$ cat src/rtl/pbus_seq_pkg.sv
// Shared types for the parallel bus phase sequencer.
// Assumes: a phase code of 3 bits that is visible at the top-level port.
package pbus_seq_pkg;

    // Externally visible phase code
    typedef enum logic [2:0] {
        PH_FREE  = 3'd0,
        PH_ARB   = 3'd1,
        PH_SEL   = 3'd2,
        PH_RESEL = 3'd3,
        PH_CMD   = 3'd4,
        PH_DATA  = 3'd5,
        PH_STAT  = 3'd6,
        PH_MSG   = 3'd7
    } phase_e;

    // Internal sequencer state
    typedef enum logic [2:0] {
        ST_FREE,
        ST_ARB,
        ST_SEL,
        ST_RESEL,
        ST_INFO
    } seq_st_e;

    // Map the target's three phase lines onto an information phase code
    function automatic phase_e info_phase(input logic ctrl, input logic dir, input logic note);
        if (note)      return PH_MSG;
        else if (ctrl) return dir ? PH_STAT : PH_CMD;
        else           return PH_DATA;
    endfunction

endpackage

$ cat src/rtl/pbus_free_timer.sv
// Bus-idle qualifier: counts consecutive idle clocks, saturating at FREE_MIN.
// Assumes: idle_i is already gated with bus reset by the parent.
module pbus_free_timer #(
    parameter int FREE_MIN = 4
) (
    input  logic clk,
    input  logic rst_n,
    input  logic idle_i,
    output logic free_o
);
    localparam int CW = $clog2(FREE_MIN + 1);

    logic [CW-1:0] cnt_q;

    // Count idle edges, clear on any activity
    always_ff @(posedge clk) begin
        if (!rst_n || !idle_i) begin
            cnt_q <= '0;
        end else if (cnt_q != CW'(FREE_MIN)) begin
            cnt_q <= cnt_q + 1'b1;
        end
    end

    assign free_o = (cnt_q == CW'(FREE_MIN));

    p_cnt_bound_r2: assert property (@(posedge clk) disable iff (!rst_n)
        cnt_q <= CW'(FREE_MIN));
    p_free_needs_idle_r2: assert property (@(posedge clk) disable iff (!rst_n)
        free_o |-> $past(idle_i));

endmodule

$ cat src/rtl/pbus_contend.sv
// Data-line decoder for arbitration and reselection.
// Judges whether a higher ID is present, and recognises a reselection pattern
// (own bit plus exactly one other). Purely combinational.
module pbus_contend #(
    parameter int DATA_W = 8,
    parameter int ID_W   = $clog2(DATA_W)
) (
    input  logic [DATA_W-1:0] data_i,
    input  logic [ID_W-1:0]   my_id_i,
    output logic              higher_o,
    output logic              resel_hit_o,
    output logic [ID_W-1:0]   resel_id_o
);
    logic [DATA_W-1:0] above_mask;
    logic [DATA_W-1:0] others;

    genvar g;
    generate
        for (g = 0; g < DATA_W; g++) begin : g_mask
            assign above_mask[g] = (ID_W'(g) > my_id_i);
            assign others[g]     = data_i[g] && (ID_W'(g) != my_id_i);
        end
    endgenerate

    assign higher_o    = |(data_i & above_mask);
    assign resel_hit_o = data_i[my_id_i] && ($countones(data_i) == 2);

    // Pick the one other ID present on the lines
    always_comb begin
        resel_id_o = '0;
        for (int i = 0; i < DATA_W; i++) begin
            if (others[i]) resel_id_o = ID_W'(i);
        end
    end

endmodule

$ cat src/rtl/pbus_handshake.sv
// Per-byte request/acknowledge responder for the information phases.
// Assumes: en_i is low outside the information phases; the direction is
// taken from the phase line at the moment the request is first seen.
module pbus_handshake #(
    parameter int DATA_W = 8
) (
    input  logic              clk,
    input  logic              rst_n,
    input  logic              en_i,
    input  logic              req_i,
    input  logic              dir_i,
    input  logic [DATA_W-1:0] tx_i,
    input  logic [DATA_W-1:0] data_i,
    output logic              ack_o,
    output logic              drive_o,
    output logic [DATA_W-1:0] tx_o,
    output logic              rx_valid_o,
    output logic [DATA_W-1:0] rx_byte_o
);
    logic ack_q;
    logic dir_q;
    logic [DATA_W-1:0] tx_q;
    logic rx_valid_q;
    logic [DATA_W-1:0] rx_q;

    // Acknowledge sequencing and byte capture
    always_ff @(posedge clk) begin
        rx_valid_q <= 1'b0;
        if (!rst_n || !en_i) begin
            ack_q <= 1'b0;
            dir_q <= 1'b0;
            tx_q  <= '0;
        end else if (!ack_q && req_i) begin
            ack_q <= 1'b1;
            dir_q <= dir_i;
            if (dir_i) begin
                rx_valid_q <= 1'b1;
                rx_q       <= data_i;
            end else begin
                tx_q <= tx_i;
            end
        end else if (ack_q && !req_i) begin
            ack_q <= 1'b0;
        end
        if (!rst_n) rx_q <= '0;
    end

    assign ack_o      = ack_q;
    assign drive_o    = ack_q && !dir_q;
    assign tx_o       = tx_q;
    assign rx_valid_o = rx_valid_q;
    assign rx_byte_o  = rx_q;

    p_ack_after_req_r9: assert property (@(posedge clk) disable iff (!rst_n)
        $rose(ack_o) |-> $past(req_i));
    p_ack_release_r9: assert property (@(posedge clk) disable iff (!rst_n)
        (ack_o && !req_i) |=> !ack_o);
    p_drive_with_ack_r10: assert property (@(posedge clk) disable iff (!rst_n)
        drive_o |-> ack_o);

endmodule

$ cat src/rtl/pbus_phase_seq.sv
// Initiator-side phase sequencer for a shared 8-bit parallel bus.
// Waits for a qualified idle bus, contends by ID (highest wins), selects a
// target, then follows target-driven phases until the bus is free again.
// Also answers reselection. Assumes all *_in_i lines are the wired-OR of every
// device including this one, and that my_id_i is static.
module pbus_phase_seq
    import pbus_seq_pkg::*;
#(
    parameter int DATA_W   = 8,
    parameter int ID_W     = $clog2(DATA_W),
    parameter int FREE_MIN = 4,
    parameter int ARB_DLY  = 3,
    parameter int SEL_TMO  = 16
) (
    input  logic              clk,
    input  logic              rst_n,
    input  logic              bus_rst_i,
    input  logic [ID_W-1:0]   my_id_i,
    input  logic              start_i,
    input  logic [ID_W-1:0]   tgt_id_i,
    input  logic [DATA_W-1:0] tx_byte_i,
    input  logic              busy_in_i,
    input  logic              select_in_i,
    input  logic [DATA_W-1:0] data_in_i,
    input  logic              ph_ctrl_i,
    input  logic              ph_dir_i,
    input  logic              ph_note_i,
    input  logic              xfer_req_i,
    output logic              busy_o,
    output logic              select_o,
    output logic [DATA_W-1:0] data_o,
    output logic              data_oe_o,
    output logic              xfer_ack_o,
    output logic [2:0]        phase_o,
    output logic              lost_o,
    output logic              sel_fail_o,
    output logic              done_o,
    output logic [ID_W-1:0]   resel_id_o,
    output logic              rx_valid_o,
    output logic [DATA_W-1:0] rx_byte_o
);
    localparam int ACW = $clog2(ARB_DLY + 1);
    localparam int SCW = $clog2(SEL_TMO + 1);

    seq_st_e          st_q;
    logic             pend_q;
    logic [ID_W-1:0]  tgt_q;
    logic [ACW-1:0]   arb_cnt_q;
    logic [SCW-1:0]   sel_cnt_q;
    logic             lost_q, fail_q, done_q;
    logic [ID_W-1:0]  resel_q;

    logic             free_ok;
    logic             higher_seen;
    logic             resel_hit;
    logic [ID_W-1:0]  resel_id;
    logic             hs_drive;
    logic [DATA_W-1:0] hs_tx;
    logic [DATA_W-1:0] own_bit;
    logic             in_arb;

    assign own_bit = DATA_W'(1) << my_id_i;
    assign in_arb  = (st_q == ST_ARB);

    pbus_free_timer #(.FREE_MIN(FREE_MIN)) u_free (
        .clk    (clk),
        .rst_n  (rst_n),
        .idle_i (!busy_in_i && !select_in_i && !bus_rst_i),
        .free_o (free_ok)
    );

    pbus_contend #(.DATA_W(DATA_W), .ID_W(ID_W)) u_contend (
        .data_i      (data_in_i),
        .my_id_i     (my_id_i),
        .higher_o    (higher_seen),
        .resel_hit_o (resel_hit),
        .resel_id_o  (resel_id)
    );

    pbus_handshake #(.DATA_W(DATA_W)) u_hs (
        .clk        (clk),
        .rst_n      (rst_n),
        .en_i       ((st_q == ST_INFO) && !bus_rst_i),
        .req_i      (xfer_req_i),
        .dir_i      (ph_dir_i),
        .tx_i       (tx_byte_i),
        .data_i     (data_in_i),
        .ack_o      (xfer_ack_o),
        .drive_o    (hs_drive),
        .tx_o       (hs_tx),
        .rx_valid_o (rx_valid_o),
        .rx_byte_o  (rx_byte_o)
    );

    // Phase sequencing, request latch and event pulses
    always_ff @(posedge clk) begin
        lost_q <= 1'b0;
        fail_q <= 1'b0;
        done_q <= 1'b0;
        if (!rst_n) begin
            st_q      <= ST_FREE;
            pend_q    <= 1'b0;
            tgt_q     <= '0;
            arb_cnt_q <= '0;
            sel_cnt_q <= '0;
            resel_q   <= '0;
        end else if (bus_rst_i) begin
            st_q   <= ST_FREE;
            pend_q <= 1'b0;
        end else begin
            if (start_i && !pend_q) begin
                pend_q <= 1'b1;
                tgt_q  <= tgt_id_i;
            end
            case (st_q)
                ST_FREE: begin
                    if (select_in_i && !busy_in_i && resel_hit) begin
                        st_q    <= ST_RESEL;
                        resel_q <= resel_id;
                    end else if (pend_q && free_ok) begin
                        st_q      <= ST_ARB;
                        arb_cnt_q <= '0;
                    end
                end
                ST_ARB: begin
                    if (arb_cnt_q == ACW'(ARB_DLY - 1)) begin
                        if (higher_seen) begin
                            st_q   <= ST_FREE;
                            lost_q <= 1'b1;
                        end else begin
                            st_q      <= ST_SEL;
                            sel_cnt_q <= '0;
                        end
                    end else begin
                        arb_cnt_q <= arb_cnt_q + 1'b1;
                    end
                end
                ST_SEL: begin
                    if (busy_in_i) begin
                        st_q   <= ST_INFO;
                        pend_q <= 1'b0;
                    end else if (sel_cnt_q == SCW'(SEL_TMO - 1)) begin
                        st_q   <= ST_FREE;
                        pend_q <= 1'b0;
                        fail_q <= 1'b1;
                    end else begin
                        sel_cnt_q <= sel_cnt_q + 1'b1;
                    end
                end
                ST_RESEL: begin
                    if (!select_in_i) st_q <= busy_in_i ? ST_INFO : ST_FREE;
                end
                ST_INFO: begin
                    if (!busy_in_i && !select_in_i) begin
                        st_q   <= ST_FREE;
                        done_q <= 1'b1;
                    end
                end
                default: st_q <= ST_FREE;
            endcase
        end
    end

    // Bus drive decode from the current state
    always_comb begin
        busy_o    = (st_q == ST_ARB) || (st_q == ST_RESEL);
        select_o  = (st_q == ST_SEL);
        data_oe_o = 1'b0;
        data_o    = '0;
        case (st_q)
            ST_ARB:  begin data_oe_o = 1'b1; data_o = own_bit; end
            ST_SEL:  begin data_oe_o = 1'b1; data_o = own_bit | (DATA_W'(1) << tgt_q); end
            ST_INFO: begin data_oe_o = hs_drive; data_o = hs_drive ? hs_tx : '0; end
            default: ;
        endcase
    end

    // Phase code presented to the host side
    always_comb begin
        case (st_q)
            ST_ARB:   phase_o = PH_ARB;
            ST_SEL:   phase_o = PH_SEL;
            ST_RESEL: phase_o = PH_RESEL;
            ST_INFO:  phase_o = info_phase(ph_ctrl_i, ph_dir_i, ph_note_i);
            default:  phase_o = PH_FREE;
        endcase
    end

    assign lost_o     = lost_q;
    assign sel_fail_o = fail_q;
    assign done_o     = done_q;
    assign resel_id_o = resel_q;

    p_arb_after_free_r2: assert property (@(posedge clk) disable iff (!rst_n)
        $rose(in_arb) |-> $past(free_ok));
    p_loss_release_r4: assert property (@(posedge clk) disable iff (!rst_n)
        lost_o |-> (!busy_o && !data_oe_o && !select_o));
    p_sel_lines_r5: assert property (@(posedge clk) disable iff (!rst_n)
        select_o |-> (data_oe_o && data_o[my_id_i] && $countones(data_o) <= 2 && !busy_o));
    p_info_no_select_r7: assert property (@(posedge clk) disable iff (!rst_n)
        (phase_o >= 3'(PH_CMD)) |-> !select_o);
    p_bus_reset_r12: assert property (@(posedge clk) disable iff (!rst_n)
        bus_rst_i |=> (phase_o == 3'(PH_FREE) && !busy_o && !select_o && !data_oe_o && !xfer_ack_o));

endmodule

$ cat config.mk
export PLATFORM = sky130hd
export DESIGN_NAME = pbus_phase_seq
export DESIGN_NICKNAME = d
export VERILOG_FILES = /design/src/rtl/pbus_seq_pkg.sv /design/src/rtl/pbus_free_timer.sv /design/src/rtl/pbus_contend.sv /design/src/rtl/pbus_handshake.sv /design/src/rtl/pbus_phase_seq.sv
export SDC_FILE = /design/constraint.sdc
export NUM_CORES = 1
export LEC_CHECK = 0
export BUFFER_PORTS_ARGS = -buffer_cell sky130_fd_sc_hd__buf_2
export CAP_MARGIN = 20
export CORE_MARGIN = 3
export CORE_UTILIZATION = 40
export CTS_CLUSTER_SIZE = 14
export DETAILED_ROUTE_END_ITERATION = 8
export SYNTH_ARGS = -nofsm -noshare
export SYNTH_HDL_FRONTEND = slang
export SYNTH_SLANG_ARGS = --single-unit
export TNS_END_PERCENT = 20
$ cat constraint.sdc
create_clock -name clk -period 4.24 [get_ports clk]
set_clock_uncertainty 0.1 [all_clocks]
set_input_delay 0.848 -clock clk [delete_from_list [all_inputs] [get_ports clk]]
set_output_delay 0.848 -clock clk [all_outputs]
set_load 0.005 [all_outputs]
==> flow_metrics.py <==
metrics = {
    "run_status": {
        "run_status": "finished, final reports clean",
    },
    "setup_path": {
        "cpMaxStageDelayCell": "fa_1",
        "criticalPathCategory": "input port to register",
        "crit_chain": "buf_2, ha_1, inv_1, fa_1, inv_1, fa_1, ha_1, fa_1, nor4b_2, o2111ai_2, nor4_4, buf_4, o21ai_0, a31oi_1",
        "cp.arrival_ns": 4.05,
        "crit_start": "data_in_i[0]",
        "critPathCaptureType": "register",
        "crit_top_cell": "fa_1",
        "r2r_start": "st_q[0]",
        "critPathMaxStageDelay_ns": 0.44,
        "crit_fanout": 4,
        "start_kind": "input port",
        "required_ns": 4.36,
        "regToRegSetupSlack_ns": 2.04,
    },
    "global_routing": {
        "grt.met3_usage": 0.0339,
        "grt-busiest-layer": "met2",
        "grt_max_degree": 21,
        "grt_use_met2": 0.303,
        "global_route.usage.met1": 0.240,
        "grt.overflow.total": 0,
        "gr-usage-all-layers": 0.181,
        "grt_pass1_wl_microns": 11100,
        "grt_pass1_vias": 2373,
        "antenna_found_initial": 0,
    },
    "place": {
        "place_congestion": 0.818,
        "hpwl_microns": 5260,
        "portBuffers": 61,
        "pre_cts_ws_ns": -0.0149,
    },
    "routing": {
        "antenna_left": 0,
        "drtIter0Drc": 122,
        "detail_route.first_pass.iterations": 4,
        "routed_wl_microns": 6770,
        "drc": 0,
        "wl_per_cell_microns": 14.7,
        "via_count": 2535,
        "viasPerCell": 5.50,
    },
    "logic_synthesis": {
        "synth.area.top_cells": "dfxtp_1 32%, nand2_1 7.6%, ha_1 5.6%",
        "yosysMostFrequentCell": "nand2_1",
        "synth_cell_type_count": 65,
        "syn-instance-count": 324,
        "synth_top_area_share": 0.316,
        "synth.ff_latch_count": 42,
        "syn_area_sq_um": 2660,
        "async_flop_share": 0,
        "seq_area_frac_synth": 0.316,
        "synthTopCellsByCount": "54 x nand2_1, 42 x dfxtp_1, 27 x a21oi_1",
        "syn_nets": 372,
        "synth-edff-count": 0,
        "syn_area_per_cell_sq_um": 8.21,
        "ys_warn_count": 0,
        "synth_top_flop_cell": "dfxtp_1",
        "synth_top_area_cell": "dfxtp_1",
    },
    "timing": {
        "hold_violations": 0,
        "worstMarginPinSlew_ns": 0.560,
        "drv_slew": 0,
        "timing.fmax_mhz": 255,
        "slew_headroom": 0.624,
        "timing.setup.tns_ns": 0,
        "finalCriticalPeriod_ns": 3.93,
        "period_share": 0.926,
        "fin_ws_ns": 0.314,
        "rsz0062_at_grt": "no",
        "setup_viol": 0,
    },
    "clock_tree": {
        "h-tree-depth": 2,
        "cts_hold_buf": 0,
        "clock-sinks": 42,
        "root_buffer": "clkbuf_8",
        "clkLatencyLatePin_ns": 0.30,
        "cts_tree": "done",
        "numCtsBuffers": 5,
        "post_cts_resized": 0,
        "clock_path_buffers": 2,
        "cts.reportedPaths.clkPinSlew_ns": 0.09,
        "cts_setup_buffers": 0,
    },
    "floorplan": {
        "placementRows": 29,
        "placeableCoreArea_sq_um": 6390,
        "die_w_microns": 87.6,
        "io_pins": 62,
        "initial_core_util": 0.417,
        "die_h_microns": 87.6,
        "dieArea_sq_um": 7670,
    },
    "layout": {
        "seqCellArea_sq_um": 841,
        "syn_to_final_growth_pct": 19.2,
        "fill_cells": 644,
        "drive_above_1_share": 0.232,
        "diodes": 0,
        "multi_input_area_sq_um": 1680,
        "final_nets": 431,
    },
    "power": {
        "leakage_nw": 1.36,
        "ir_drop_mv": 0.148,
        "p_per_area_nw_per_um2": 297,
    },
    "job": {
        "drv_cap": 0,
    },
    "worst_hold_path": {
        "hp-class": "register to register",
        "min_from": "u_hs.rx_byte_o[6]",
    },
}
[metal layers]
layer | vias up | share of wire
li1 | 1274 | -
met1 | 1199 | 0.46
met2 | 53 | 0.48
met3 | 9 | 0.051
met4 | 0 | 0.014
met5 | - | 0
[cells in the final DEF, fill, tap and decap left out, drive strengths merged, types with 9 or more instances in the layout]
| cell type | netlist | layout |
|---|---|---|
| ha | 12 | 12 |
| inv | 15 | 15 |
| a21oi | 27 | 27 |
| nor3 | 13 | 13 |
| o21ai | 15 | 15 |
| nand2 | 54 | 54 |
| buf | 11 | 67 |
| dfxtp | 42 | 42 |
| nor2 | 21 | 21 |
| nand2b | 9 | 9 |
[report_power, final]
part / switching (W) / total (W) / internal [W]
sequential: 0.00000442 / 0.000402 / 0.000397
clock: 0.000146 / 0.000398 / 0.000251
combinational: 0.0000805 / 0.000142 / 0.0000614
total: 0.000231 / 0.000941 / 0.000710
[through the flow]
step                      cells  hold WS, ns  power, W   util  area (sq um)
after global routing        461        0.384  0.000986  0.497          3170
after detailed placement    453        0.348  0.000554  0.475          3030
after global placement      453        0.342  0.000552  0.475          3030
final                       461        0.358  0.000941  0.497          3170
after floorplan             324        0.337  0.000506      -          2660
after CTS                   461        0.363  0.000957  0.497          3170
[kinds of logic after synthesis]
kind of cell | after synthesis | share of synthesized area
xor+xnor | 2 | 0.00658
mux | 7 | 0.0287
compound gates | 84 | 0.229
flops | 42 | 0.316
simple gates | 141 | 0.279
buf+inv | 32 | 0.0536
fa+ha+maj | 16 | 0.0865
[sequential cells by signal (all words and copies together) (netlist names)]
name,cells
arb_cnt_q,2
done_o,1
lost_o,1
pend_q,1
resel_id_o,3
sel_cnt_q,5
sel_fail_o,1
st_q,3
tgt_q,3
u_free.cnt_q,3
u_hs.ack_o,1
u_hs.dir_q,1
u_hs.rx_byte_o,8
u_hs.rx_valid_o,1
u_hs.tx_o,8
[worst paths after layout]
path | endpoint | depth (start not counted)
max | resel_id_o[0] | 14
min | u_hs.rx_byte_o[6] | 2
max reg2reg | sel_cnt_q[4] | 5
min reg2reg | u_hs.rx_byte_o[6] | 2
[critical path: cells and delay by family]
kind | cells | cell delay, ns
fa+ha+maj | 5 | 1.76
simple gates | 2 | 0.56
compound gates | 3 | 0.44
buf+inv | 4 | 0.44
[layout make-up]
class                      instances  share of cell area
multi-input combinational        250               0.529
sequential                        42               0.265
timing repair buffer              67               0.110
tap                               77              0.0304
clock buffer                       6              0.0260
inverter                          17              0.0205
clock inverter                     2              0.0189
Note: power is estimated with default switching activity, not from simulation.
